$ cat config.mk
export PLATFORM = sky130hd
export DESIGN_NAME = linked_compare_timer
export DESIGN_NICKNAME = d
export VERILOG_FILES = /design/src/rtl/lct_pkg.sv /design/src/rtl/lct_counter.sv /design/src/rtl/lct_regs.sv /design/src/rtl/lct_pin.sv /design/src/rtl/linked_compare_timer.sv
export SDC_FILE = /design/constraint.sdc
export NUM_CORES = 1
export LEC_CHECK = 0
export ABC_AREA = 1
export BUFFER_PORTS_ARGS = -buffer_cell sky130_fd_sc_hd__clkbuf_2
export CORE_MARGIN = 3
export CORE_UTILIZATION = 30
export DETAILED_ROUTE_END_ITERATION = 10
export SYNTH_ARGS = -nofsm -noshare
export SYNTH_HDL_FRONTEND = slang
export SYNTH_SLANG_ARGS = --single-unit
$ cat constraint.sdc
create_clock -name clk -period 1.5 [get_ports clk]
set_input_delay 0.075 -clock clk [delete_from_list [all_inputs] [get_ports clk]]
set_output_delay 0.075 -clock clk [all_outputs]
set_load 0.1 [all_outputs]
$ cat src/rtl/lct_pkg.sv
package lct_pkg;
    localparam logic [2:0] ADDR_WRAP = 3'd0;
    localparam logic [2:0] ADDR_CMP0 = 3'd1;
    localparam logic [2:0] ADDR_CMP1 = 3'd2;
    localparam logic [2:0] ADDR_CTL0 = 3'd3;
    localparam logic [2:0] ADDR_CTL1 = 3'd4;

    localparam int CTL_LINK_BIT = 0;
    localparam int CTL_INV_BIT  = 1;
    localparam int CTL_LVL_BIT  = 2;

    // per-pin behaviour selected by a control register
    typedef struct packed {
        logic inv_on_wrap;
        logic match_lvl;
    } pin_cfg_t;
endpackage

$ cat src/rtl/lct_counter.sv
module lct_counter #(
    parameter int W = 16
) (
    input  logic         clk,
    input  logic         rst,
    input  logic [W-1:0] wrap_val,
    output logic [W-1:0] count,
    output logic         ovf
);
    typedef struct packed {
        logic [W-1:0] cnt;
    } cnt_st_t;

    cnt_st_t s_d, s_q;

    always_comb begin
        ovf      = (s_q.cnt == wrap_val);
        s_d      = s_q;
        s_d.cnt  = ovf ? '0 : s_q.cnt + 1'b1;
    end

    always_ff @(posedge clk) begin
        if (rst) s_q <= '0;
        else     s_q <= s_d;
    end

    assign count = s_q.cnt;


    wrap_zero_chk: assert property (@(posedge clk) disable iff (rst)
        ovf |=> (s_q.cnt == '0));


    count_step_chk: assert property (@(posedge clk) disable iff (rst)
        !ovf |=> (s_q.cnt == W'($past(s_q.cnt) + 1'b1)));
endmodule

$ cat src/rtl/lct_regs.sv
module lct_regs
    import lct_pkg::*;
#(
    parameter int W = 16
) (
    input  logic         clk,
    input  logic         rst,
    input  logic         wr_en,
    input  logic [2:0]   wr_addr,
    input  logic [W-1:0] wr_data,
    input  logic         ovf,
    output logic [W-1:0] wrap_val,
    output logic [W-1:0] cmp0,
    output logic [W-1:0] cmp1,
    output pin_cfg_t     cfg0,
    output pin_cfg_t     cfg1,
    output logic         link,
    output logic         active,
    output logic         pending
);
    typedef struct packed {
        logic [W-1:0] wrap;
        logic [W-1:0] c0;
        logic [W-1:0] c1;
        pin_cfg_t     k0;
        pin_cfg_t     k1;
        logic         lnk;
        logic         act;
        logic         pend;
    } reg_st_t;

    reg_st_t s_d, s_q;
    logic    cw0, cw1, next_act;

    always_comb begin
        s_d      = s_q;
        cw0      = wr_en && (wr_addr == ADDR_CMP0);
        cw1      = wr_en && (wr_addr == ADDR_CMP1);
        next_act = (ovf && s_q.pend) ? ~s_q.act : s_q.act;

        if (!s_q.lnk) begin
            s_d.act  = 1'b0;
            s_d.pend = 1'b0;
        end else begin
            s_d.act = next_act;
            if (cw0)      s_d.pend = (next_act != 1'b0);
            else if (cw1) s_d.pend = (next_act != 1'b1);
            else if (ovf) s_d.pend = 1'b0;
        end

        if (wr_en) begin
            case (wr_addr)
                ADDR_WRAP: s_d.wrap = wr_data;
                ADDR_CMP0: s_d.c0   = wr_data;
                ADDR_CMP1: s_d.c1   = wr_data;
                ADDR_CTL0: begin
                    s_d.lnk            = wr_data[CTL_LINK_BIT];
                    s_d.k0.inv_on_wrap = wr_data[CTL_INV_BIT];
                    s_d.k0.match_lvl   = wr_data[CTL_LVL_BIT];
                end
                ADDR_CTL1: begin
                    s_d.k1.inv_on_wrap = wr_data[CTL_INV_BIT];
                    s_d.k1.match_lvl   = wr_data[CTL_LVL_BIT];
                end
                default: ;
            endcase
        end
    end

    always_ff @(posedge clk) begin
        if (rst) begin
            s_q      <= '0;
            s_q.wrap <= '1;
            s_q.c0   <= '1;
            s_q.c1   <= '1;
        end else begin
            s_q <= s_d;
        end
    end

    assign wrap_val = s_q.wrap;
    assign cmp0     = s_q.c0;
    assign cmp1     = s_q.c1;
    assign cfg0     = s_q.k0;
    assign cfg1     = s_q.k1;
    assign link     = s_q.lnk;
    assign active   = s_q.act;
    assign pending  = s_q.pend;


    handover_at_wrap_chk: assert property (@(posedge clk) disable iff (rst)
        (s_q.lnk && (s_q.act != $past(s_q.act))) |-> $past(ovf && s_q.pend));


    pending_clear_chk: assert property (@(posedge clk) disable iff (rst)
        (s_q.lnk && ovf && s_q.pend && !cw0 && !cw1) |=> !s_q.pend);


    unlinked_idle_chk: assert property (@(posedge clk) disable iff (rst)
        !$past(s_q.lnk) |-> (!s_q.act && !s_q.pend));
endmodule

$ cat src/rtl/lct_pin.sv
module lct_pin
    import lct_pkg::*;
#(
    parameter int W = 16
) (
    input  logic         clk,
    input  logic         rst,
    input  logic         hold,
    input  logic [W-1:0] count,
    input  logic         ovf,
    input  logic [W-1:0] cmp,
    input  pin_cfg_t     cfg,
    output logic         pin
);
    typedef struct packed {
        logic level;
    } pin_st_t;

    pin_st_t s_d, s_q;
    logic    match;

    always_comb begin
        match = (count == cmp);
        s_d   = s_q;
        if (!hold) begin
            if (match)                       s_d.level = cfg.match_lvl;
            else if (ovf && cfg.inv_on_wrap) s_d.level = ~s_q.level;
        end
    end

    always_ff @(posedge clk) begin
        if (rst) s_q <= '0;
        else     s_q <= s_d;
    end

    assign pin = s_q.level;


    match_level_chk: assert property (@(posedge clk) disable iff (rst)
        (!hold && match) |=> (s_q.level == $past(cfg.match_lvl)));


    quiet_hold_chk: assert property (@(posedge clk) disable iff (rst)
        (hold || (!match && !ovf)) |=> $stable(s_q.level));
endmodule

$ cat src/rtl/linked_compare_timer.sv
module linked_compare_timer
    import lct_pkg::*;
#(
    parameter int CNT_W = 16
) (
    input  logic             clk,
    input  logic             rst,
    input  logic             wr_en,
    input  logic [2:0]       wr_addr,
    input  logic [CNT_W-1:0] wr_data,
    input  logic             gp_in,
    output logic             ch0_pin,
    output logic             ch1_pin,
    output logic             active_ch,
    output logic             switch_pending,
    output logic             ovf,
    output logic [CNT_W-1:0] count
);
    localparam int NCH = 2;

    logic [CNT_W-1:0] wrap_val, cmp0, cmp1, cnt;
    pin_cfg_t         cfg0, cfg1;
    logic             link, act, pend, ovf_w;

    logic [CNT_W-1:0] cmp_v [NCH];
    pin_cfg_t         cfg_v [NCH];
    logic             hold_v[NCH];
    logic             pin_v [NCH];

    lct_counter #(.W(CNT_W)) u_cnt (
        .clk      (clk),
        .rst      (rst),
        .wrap_val (wrap_val),
        .count    (cnt),
        .ovf      (ovf_w)
    );

    lct_regs #(.W(CNT_W)) u_regs (
        .clk      (clk),
        .rst      (rst),
        .wr_en    (wr_en),
        .wr_addr  (wr_addr),
        .wr_data  (wr_data),
        .ovf      (ovf_w),
        .wrap_val (wrap_val),
        .cmp0     (cmp0),
        .cmp1     (cmp1),
        .cfg0     (cfg0),
        .cfg1     (cfg1),
        .link     (link),
        .active   (act),
        .pending  (pend)
    );

    always_comb begin
        cmp_v[0]  = (link && act) ? cmp1 : cmp0;
        cfg_v[0]  = cfg0;
        hold_v[0] = 1'b0;
        cmp_v[1]  = cmp1;
        cfg_v[1]  = cfg1;
        hold_v[1] = link;
    end

    for (genvar g = 0; g < NCH; g++) begin : g_pin
        lct_pin #(.W(CNT_W)) u_pin (
            .clk   (clk),
            .rst   (rst),
            .hold  (hold_v[g]),
            .count (cnt),
            .ovf   (ovf_w),
            .cmp   (cmp_v[g]),
            .cfg   (cfg_v[g]),
            .pin   (pin_v[g])
        );
    end

    assign ch0_pin        = pin_v[0];
    assign ch1_pin        = link ? gp_in : pin_v[1];
    assign active_ch      = act;
    assign switch_pending = pend;
    assign ovf            = ovf_w;
    assign count          = cnt;
endmodule

==> reports/metrics.cfg, run 1 <==
[finish]
final_common_cell=nand2_1
syn_to_final_growth_pct=44.96
nets=742
design_area_um2=5773
final_cell_mix=206 x nand2_1, 62 x buf_4, 51 x inv_1, 48 x dfxtp_1, 45 x nand3_1
final_util=0.4501
drive_gt1_frac=0.3444
regArea_um2=1535
diodes=0
multiInputGateArea_um2=2409
nFillCells=1282

[grt]
grt_overflow_total=0
grt_start_max_net_pins=33
grt_usage=0.1744
grt_pass1_vias=3960
grt_pass1_wl_mm=20.09
antenna_found_initial=0

[place]
portBuffers=43
place_hpwl_mm=8.986
gp_congestion=0.8902
placed_area_um2=4863

[synth]
synth.avg_cell_area_um2=6.561
synth.distinct_cells=35
synth_area_leader_cell=dfxtp_1
yosysSeqAreaShare=0.3669
synth_top_area_share=0.3669
postSynthCellCount=607
ys_ff_latch=73
ys_warn_count=0
synth.cell_area_um2=3983
syn_nets=631
synth.area.top_cells=dfxtp_1 37%, nand2_1 22%, nand3_1 6.3%, o211ai_1 5.5%, inv_1 5.2%

[die]
initial_core_util=0.3105
row_count=41
core_area_um2=12820
die_area_um2=14690
die_width_um=121.2
die_h_um=121.2
ios=44

[routing]
totalWireLength_mm=13.22
post-route-drc-count=0
drt_iter0_drc=334
post_drt_via_cell_ratio=4.845
post_drt_wl_per_cell_um=14.78
vias=4336
first_pass_iters=5
antenna_left=0

[worst_setup_path]
endpoint_kind=output pin
path_class=flip-flop to output pin
crit_fanout=4
worstPathRequired_ns=1.42
worstPathArrival_ns=1.56
cp-start-kind=flip-flop

[timing]
finalSetupTns_ns=-0.2867
finalSetupViolCount=4
drv_slew=0
fmax_mhz=611.5
tightest_slew_ns=0.5595
period_needed_ns=1.635
finalCritPeriodShare=1.090
hold_viol_final=0
skew_ns=0.007486
grt_setup_unrepaired=yes
maxSlewHeadroom=0.6286
setup_ws_ns=-0.1354

[clocking]
clock_path_buffers=2
cts.sinks=73
cts_tree=yes
htree_levels=3
clkLatencyLatePin_ns=0.34
clockRootBuffer=clkbuf_16
clk_pin_slew_worst_paths_ns=0.06
cts_buffers=9

[power_and_ir_drop]
power.density_nw_per_um2=872.1
vdd_drop_max_mv=0.4529
finalPower_mw=5.034
p_leak_nw=2.726

[run]
cap_violations=0

[min_path]
hp-class=input pin to flip-flop

[run_status]
status=complete, but fails checks
violations=negative setup slack

## state kept, by name, summed over array words and instances, names as in the netlist
signal / flops
u_regs.cmp0: 16
u_regs.cmp1: 16
u_regs.link: 1
u_regs.wrap_val: 16
u_regs.cfg0: 2
g_pin.u_pin.pin: 2
u_regs.cfg1: 2
u_regs.pending: 1
u_regs.active: 1
u_cnt.count: 16
## final timing paths
check                          startpoint                              end  slack, ns  depth (start not counted)
max reg2reg    u_cnt.count[10]$_SDFF_PP0_  g_pin[0].u_pin.pin$_SDFFE_PP0P_      -0.08                         12
max            u_cnt.count[10]$_SDFF_PP0_                              ovf      -0.14                          9
min reg2reg  u_regs.cmp0[10]$_SDFFE_PP1P_     u_regs.cmp0[10]$_SDFFE_PP1P_       0.46                          2
min                           wr_data[10]     u_regs.cmp1[10]$_SDFFE_PP1P_      0.002                          3
## stage by stage
stage	hold WS, ns	worst slack [ns]	instances
final	0.001741	-0.1354	895
after global placement	0.3097	-0.05336	854
after global routing	0.02551	-0.2045	895
after CTS	0.006386	-0.1259	887
after detailed placement	0.3169	-0.08762	854
after floorplan	0.1882	-0.1872	607
## layer usage
| layer | GRT usage | wire (um) | vias to the layer above |
|---|---|---|---|
| met5 | 0 | 0 | - |
| met4 | 0.05602 | 250 | 0 |
| met3 | 0.02098 | 906 | 21 |
| met2 | 0.2688 | 6014 | 156 |
| met1 | 0.2534 | 6053 | 2004 |
| li1 | - | - | 2155 |
## cells in the mapped netlist
cell type	count
buf_6	1
o21ai_0	12
nor4_1	1
nor2_2	4
xor2_1	18
nand3_2	1
clkbuf_1	10
dfxtp_1	73
nand3_1	50
nand2_2	1
a21oi_1	15
buf_4	7
nor3_2	2
inv_1	55
nor2_1	39
xnor2_1	1
nor3b_1	1
buf_2	8
ha_1	1
nand2_1	231
a31oi_1	3
nand2_4	2
nor3_4	1
inv_2	13
o211ai_1	29
nor2_4	2
clkinv_2	1
nor3_1	7
nand3b_1	1
and2_1	1
o211ai_2	4
clkinv_1	2
o21ai_1	5
nor3b_2	1
nand4_1	4
## area by class of cell
type                    count  share of cell area
clock inverters             7             0.02059
inverters                  71             0.05006
flip-flops and latches     73              0.2659
clock buffers               9             0.03901
multi-input cells         438              0.4172
repair buffers            125              0.1699
well taps                 172             0.03728
## worst max-delay path, stage by stage (launching register included)
cell and delay (ns):
dfxtp_4 0.35, inv_1 0.05, nand2_1 0.07, nand2_2 0.08, nor2_4 0.14, nand2_2 0.08, nor2_4 0.14, nand2_4 0.09
clkinv_8 0.06, buf_12 0.16
## cell families (layout without fill, tap and decap cells)
family | Yosys count | count (layout) | share of synthesized area
buf+inv | 97 | 212 | 0.1027
simple gates | 349 | 350 | 0.3732
compound gates | 68 | 68 | 0.1122
flops | 73 | 73 | 0.3669
fa+ha+maj | 1 | 1 | 0.003141
xor+xnor | 19 | 19 | 0.04178
## report_power, final
part | switching [mW] | internal, mW | total [mW] | leakage (nW)
Combinational | 0.319 | 0.184 | 0.503 | 1.96
Sequential | 0.0474 | 1.97 | 2.02 | 0.605
Clock | 0.888 | 1.62 | 2.51 | 0.162
Total | 1.25 | 3.78 | 5.03 | 2.73
## what timing repair did
item	4_1_cts	5_1_grt
pin swaps	15	37
setup endpoints to repair	19	21
endpoints found under the hold margin	18	0
hold buffers	9	0
gates resized for setup	22	72
gates cloned	1	2
setup buffers	7	6
(Power assumes the default switching activity.)
==> inputs of run 2 (changes only) <==
CORE_UTILIZATION = 53   (was 30)
PLACE_DENSITY = 0.76   (was default)
RECOVER_POWER = 50   (was default)
==> reports/metrics.cfg, run 2 (synthesized netlist as in run 1, its figures left out) <==
[power_and_ir_drop]
p_leak_nw=2.594  ; -4.8%
power.density_nw_per_um2=783.9  ; -10%
vdd_drop_max_mv=0.5553  ; +23%
finalPower_mw=4.200  ; -17%

[grt]
grt_usage=0.2892  ; +0.1148
grt_pass1_wl_mm=19.68  ; -2.1%
grt_pass1_vias=4012  ; +1.3%
grt_overflow_total=0  ; unchanged
antenna_found_initial=0  ; unchanged
grt_start_max_net_pins=33  ; unchanged

[die]
die_width_um=92.69  ; -24%
die_area_um2=8591  ; -42%
die_h_um=92.69  ; -24%
row_count=30  ; -27%
ios=44  ; unchanged
initial_core_util=0.5674  ; +0.2568
core_area_um2=7019  ; -45%

[timing]
grt_setup_unrepaired=yes
hold-worst-slack_ns=0.02834  ; +0.02660 ns
finalCritPeriodShare=1.177  ; +0.08719
drv_slew=0  ; unchanged
skew_ns=0.006216  ; -0.001270 ns
hold_viol_final=0  ; unchanged
maxSlewHeadroom=0.2612  ; -0.3674
tightest_slew_ns=1.108  ; +0.5487 ns
fmax_mhz=566.2  ; -7.4%
setup_ws_ns=-0.2661  ; -0.1308 ns
period_needed_ns=1.766  ; +0.1308 ns
finalSetupViolCount=21  ; +17
finalSetupTns_ns=-2.695  ; -2.408 ns

[routing]
first_pass_iters=6  ; +1
vias=4505  ; +3.9%
post_drt_wl_per_cell_um=15.94  ; +7.9%
post-route-drc-count=0  ; unchanged
totalWireLength_mm=13.01  ; -1.6%
antenna_left=0  ; unchanged
drt_iter0_drc=404  ; +21%
post_drt_via_cell_ratio=5.521  ; +14%

[min_path]
hold_start=wr_data[1]
min_to=u_regs.wrap_val[1]$_SDFFE_PP1P_
holdPathStages=3  ; unchanged
hp-class=input pin to flip-flop

[place]
placed_area_um2=4651  ; -4.4%
portBuffers=43  ; unchanged
gp_congestion=0.8951  ; +0.55%
place_hpwl_mm=7.777  ; -13%
post-place-ws_ns=-0.09473  ; -0.007111 ns

[worst_setup_path]
r2r-end=u_regs.active$_SDFF_PP0_
path_cells=inv_4 -> nand2_1 -> nand2_1 -> nor2_4 -> buf_4 -> nand2_1 -> nor2_2 -> nand3_1 -> nand2_1 -> nand2_1 -> nand2_2 -> buf_4 -> inv_1
cp-startpoint=u_cnt.count[2]$_SDFF_PP0_
r2r_setup_slack_ns=-0.27  ; -0.19 ns
path_buf_inv=4  ; +1
endpoint_kind=flip-flop
worstPathRequired_ns=1.75  ; +0.33 ns
cp_num_cells=13  ; +4
worstPathArrival_ns=2.02  ; +0.46 ns
slowest_stage=dfxtp_4
path_class=flip-flop to flip-flop
reg2reg_from=u_cnt.count[2]$_SDFF_PP0_
slowest_delay_ns=0.40  ; +0.05 ns
crit_top_cell=nand2_1
r2r.worst_path.cells=13  ; +1
path_delay_family=simple AND/OR/NAND/NOR gates
cp-start-kind=flip-flop
crit_fanout=5  ; +1

[run_status]
status=complete, but fails checks
violations=negative setup slack

[finish]
design_area_um2=5358  ; -7.2%
diodes=0  ; unchanged
final_common_cell=nand2_1
nFillCells=507  ; -60%
drive_gt1_frac=0.3056  ; -0.03884
nets=739  ; -0.40%
syn_to_final_growth_pct=34.53
final_cell_mix=216 x nand2_1, 59 x buf_4, 50 x inv_1, 50 x dfxtp_1, 45 x nand3_1

[clocking]
cts_tree=yes
cts_buffers=9  ; unchanged
htree_levels=3  ; unchanged
clkLatencyLatePin_ns=0.35  ; about the same
clockRootBuffer=clkbuf_8
clk_pin_slew_worst_paths_ns=0.08  ; +0.02 ns
cts.sinks=73  ; unchanged
clock_path_buffers=2  ; unchanged

[run]
cap_violations=0  ; unchanged

## run 2: changes by cell type in the layout (fill, tap and decap cells not counted), sizes merged
cell,before,now
clkinvlp,2,1
buf,75,69
nand2,235,234
clkbuf,50,54
dlygate4sd3,9,14
inv,68,67
bufinv,3,1
clkinv,5,4
## run 2: timing repair
item,in CTS,in global routing
resized for setup,29,44
pin swaps,16,19
buffers inserted,14,9
setup endpoints to repair,8,25
hold buffers,14,0
hold endpoints to repair,39,0
cloned,0,1
## run 2: layout make-up
type	instances	area (um2)	area share
multi-input cells	437	2311	0.4313
repair buffers	123	890.9	0.1663
well taps	96	120.1	0.02242
inverters	71	292.8	0.05465
clock inverters	2	35.03	0.006539
flip-flops and latches	73	1535	0.2865
clock buffers	14	172.7	0.03223
## run 2: worst register-to-register path, cell delays in order (launching register included)
cell,delay (ns)
dfxtp_4,0.40
inv_4,0.04
nand2_1,0.05
nand2_1,0.09
nor2_4,0.14
buf_4,0.14
nand2_1,0.05
nor2_2,0.23
nand3_1,0.10
nand2_1,0.12
nand2_1,0.08
nand2_2,0.08
buf_4,0.11
inv_1,0.04
## run 2: per-layer routing
metal | track usage | routed length [um] | share of wire | vias up
li1 | - | - | - | 2150
met4 | 0.1233 | 459 | 0.035 | 0
met2 | 0.4719 | 6290 | 0.48 | 225
met5 | 0 | 0 | 0 | -
met3 | 0.05443 | 1159 | 0.089 | 50
met1 | 0.3739 | 5100 | 0.39 | 2080
## run 2: worst max-delay path by stage
| stage | to | slack [ns] |
|---|---|---|
| floorplan | u_cnt.count[12]$_SDFF_PP0_ | -0.19 |
| global placement | g_pin[1].u_pin.pin$_SDFFE_PP0P_ | -0.04 |
| detailed placement | g_pin[1].u_pin.pin$_SDFFE_PP0P_ | -0.09 |
| CTS | ovf | -0.14 |
| global route | u_regs.pending$_SDFFE_PP0P_ | -0.33 |
| finish | u_regs.active$_SDFF_PP0_ | -0.27 |
## run 2: metrics by stage
step             util  cells
2_1_floorplan       -    607
3_3_place_gp   0.6626    762
3_5_place_dp   0.6626    762
4_1_cts        0.7414    806
5_1_grt        0.7633    816
6_report       0.7633    816
## run 2: power by group
part / leakage [nW] / internal [mW] / switching, mW
Sequential: 0.606 / 1.97 / 0.0441
Combinational: 1.88 / 0.183 / 0.325
Clock: 0.107 / 0.906 / 0.775
Total: 2.59 / 3.06 / 1.14
==> inputs of run 3 (changes only) <==
CORE_UTILIZATION = 55   (was 53)
PLACE_DENSITY = default   (was 0.76)
PLACE_DENSITY_LB_ADDON = 0.08   (was default)
clock period = 2.1 ns   (was 1.5 ns; I/O delays follow)
==> reports/metrics.cfg, run 3 (synthesized netlist as in run 1, its figures left out) <==
[clocking]
htree_levels=3  ; unchanged
cts_tree=yes
clk_pin_slew_worst_paths_ns=0.07  ; about the same
cts_buffers=9  ; unchanged
clockRootBuffer=clkbuf_8
clkLatencyLatePin_ns=0.36  ; about the same
clock_path_buffers=2  ; unchanged
cts.sinks=73  ; unchanged

[power_and_ir_drop]
vdd_drop_max_mv=0.4308  ; -22%
p_leak_nw=2.232  ; -14%
power.density_nw_per_um2=636.9  ; -19%

[worst_setup_path]
crit_top_cell=nand2_1
endpoint_kind=output pin
crit_fanout=9  ; +4
cp-start-kind=flip-flop
path_cells=inv_1 -> nand2_1 -> nand2_1 -> nor2_1 -> nand2_1 -> nor2_4 -> nand2_4 -> clkinv_2 -> buf_6
worstPathArrival_ns=1.84  ; -0.18 ns
path_class=flip-flop to output pin
worstPathRequired_ns=2.00  ; +0.25 ns
slowest_delay_ns=0.44  ; +0.04 ns
slowest_stage=dfxtp_2

[grt]
grt_util_met1=0.3512  ; -0.02271
antenna_found_initial=0  ; unchanged
grt_start_max_net_pins=33  ; unchanged
grt_pass1_vias=3805  ; -5.2%
grt_overflow_total=0  ; unchanged
grt_use_met2=0.4194  ; -0.05253
grt_pass1_wl_mm=17.88  ; -9.1%
busiest_layer=met2
use_met3=0.07042  ; +0.01600
grt_usage=0.2678  ; -0.02145

[place]
placed_area_um2=4282  ; -7.9%
portBuffers=43  ; unchanged
place_hpwl_mm=7.480  ; -3.8%
gp_congestion=0.8643  ; -3.4%

[timing]
finalSetupTns_ns=0  ; +2.695 ns
finalSetupViolCount=0  ; -100%
fmax_mhz=513.6
tightest_slew_ns=1.244  ; +0.1358 ns
period_needed_ns=1.947
drv_slew=0  ; unchanged
maxSlewHeadroom=0.1707  ; -0.09055
grt_setup_unrepaired=no
skew_ns=0.007193  ; +0.0009772 ns
hold_viol_final=0  ; unchanged
hold-worst-slack_ns=0.03082  ; +0.002478 ns
finalCritPeriodShare=0.9271

[die]
die_area_um2=8298  ; -3.4%
die_h_um=91.10  ; -1.7%
ios=44  ; unchanged
row_count=30  ; unchanged
initial_core_util=0.5766  ; +0.009251
core_area_um2=6907  ; -1.6%
die_width_um=91.10  ; -1.7%

[routing]
post-route-drc-count=0  ; unchanged
post_drt_wl_per_cell_um=14.40  ; -9.7%
first_pass_iters=6  ; unchanged
vias=4021  ; -11%
drt_iter0_drc=250  ; -38%
antenna_left=0  ; unchanged
post_drt_via_cell_ratio=5.305  ; -3.9%
totalWireLength_mm=10.92  ; -16%

[finish]
nFillCells=658  ; +30%
final_cell_mix=231 x nand2_1, 56 x dfxtp_1, 55 x inv_1, 50 x nand3_1, 43 x clkbuf_2
final_common_cell=nand2_1
drive_gt1_frac=0.1692  ; -0.1364
diodes=0  ; unchanged
design_area_um2=4588  ; -14%
syn_to_final_growth_pct=15.21
nets=681  ; -7.8%

[min_path]
hp-class=input pin to flip-flop

[run]
cap_violations=0  ; unchanged

[run_status]
status=complete, no violations

==> run 3: cell count changes in the layout (fill, tap and decap cells not counted), moves of 7 or more <==
cell     delta
buf_4      -53
dfxtp_4    -18
nand2_1    +15
nor2_1     +13
nor2_4      -7
nand2_2    -13
dfxtp_2    +12
==> run 3: final cells by class <==
class	count	area, um2	share of cell area
clock buffers	14	172.7	0.03763
clock inverters	2	35.03	0.007636
inverters	71	267.8	0.05836
multi-input cells	437	2107	0.4592
flip-flops and latches	73	1483	0.3232
well taps	96	120.1	0.02618
repair buffers	65	402.9	0.08781
==> run 3: routing by layer <==
| layer | part of all wire | vias up |
|---|---|---|
| li1 | - | 2025 |
| met4 | 0.027 | 0 |
| met3 | 0.067 | 31 |
| met5 | 0 | - |
| met1 | 0.46 | 1832 |
| met2 | 0.45 | 133 |
==> run 3: critical path, delay by kind of cell (launching register included) <==
family	cells	cell delay [ns]
buffers and inverters	3	0.36
flip-flops	1	0.44
AND/OR/NAND/NOR	6	0.68
==> run 3: repair_timing <==
item                                    CTS  global route
endpoints found under the hold margin    27             0
endpoints found under the setup margin    0             1
setup buffers                             0             0
hold buffers                             12             0
gates resized for setup                   0             1
==> run 3: path summary, 6_finish.rpt <==
| kind | from | endpoint | depth (start not counted) | slack [ns] |
|---|---|---|---|---|
| worst max register to register | u_cnt.count[0]$_SDFF_PP0_ | u_cnt.count[12]$_SDFF_PP0_ | 8 | 0.39 |
| worst min register to register | u_regs.cfg1[1]$_SDFFE_PP0P_ | u_regs.cfg1[1]$_SDFFE_PP0P_ | 2 | 0.47 |
| worst min-delay path | wr_data[6] | u_regs.cmp0[6]$_SDFFE_PP1P_ | 3 | 0.03 |
| worst max-delay path | u_cnt.count[11]$_SDFF_PP0_ | ovf | 9 | 0.15 |
==> run 3: power by group <==
group	leakage [nW]	switching [mW]	internal (mW)	total, mW
logic	1.52	0.192	0.0983	0.291
registers	0.603	0.0347	1.43	1.46
clock network	0.107	0.526	0.646	1.17
total	2.23	0.753	2.17	2.92
==> run 3: metrics by stage <==
step | util | setup slack, ns | instances | power (mW)
2_1_floorplan | - | 0.001514 | 607 | 1.674
3_3_place_gp | 0.6199 | 0.4498 | 730 | 1.756
3_5_place_dp | 0.6199 | 0.4223 | 730 | 1.763
4_1_cts | 0.6674 | 0.05561 | 758 | 2.941
5_1_grt | 0.6643 | 0.01336 | 758 | 3.030
6_report | 0.6643 | 0.1530 | 758 | 2.922
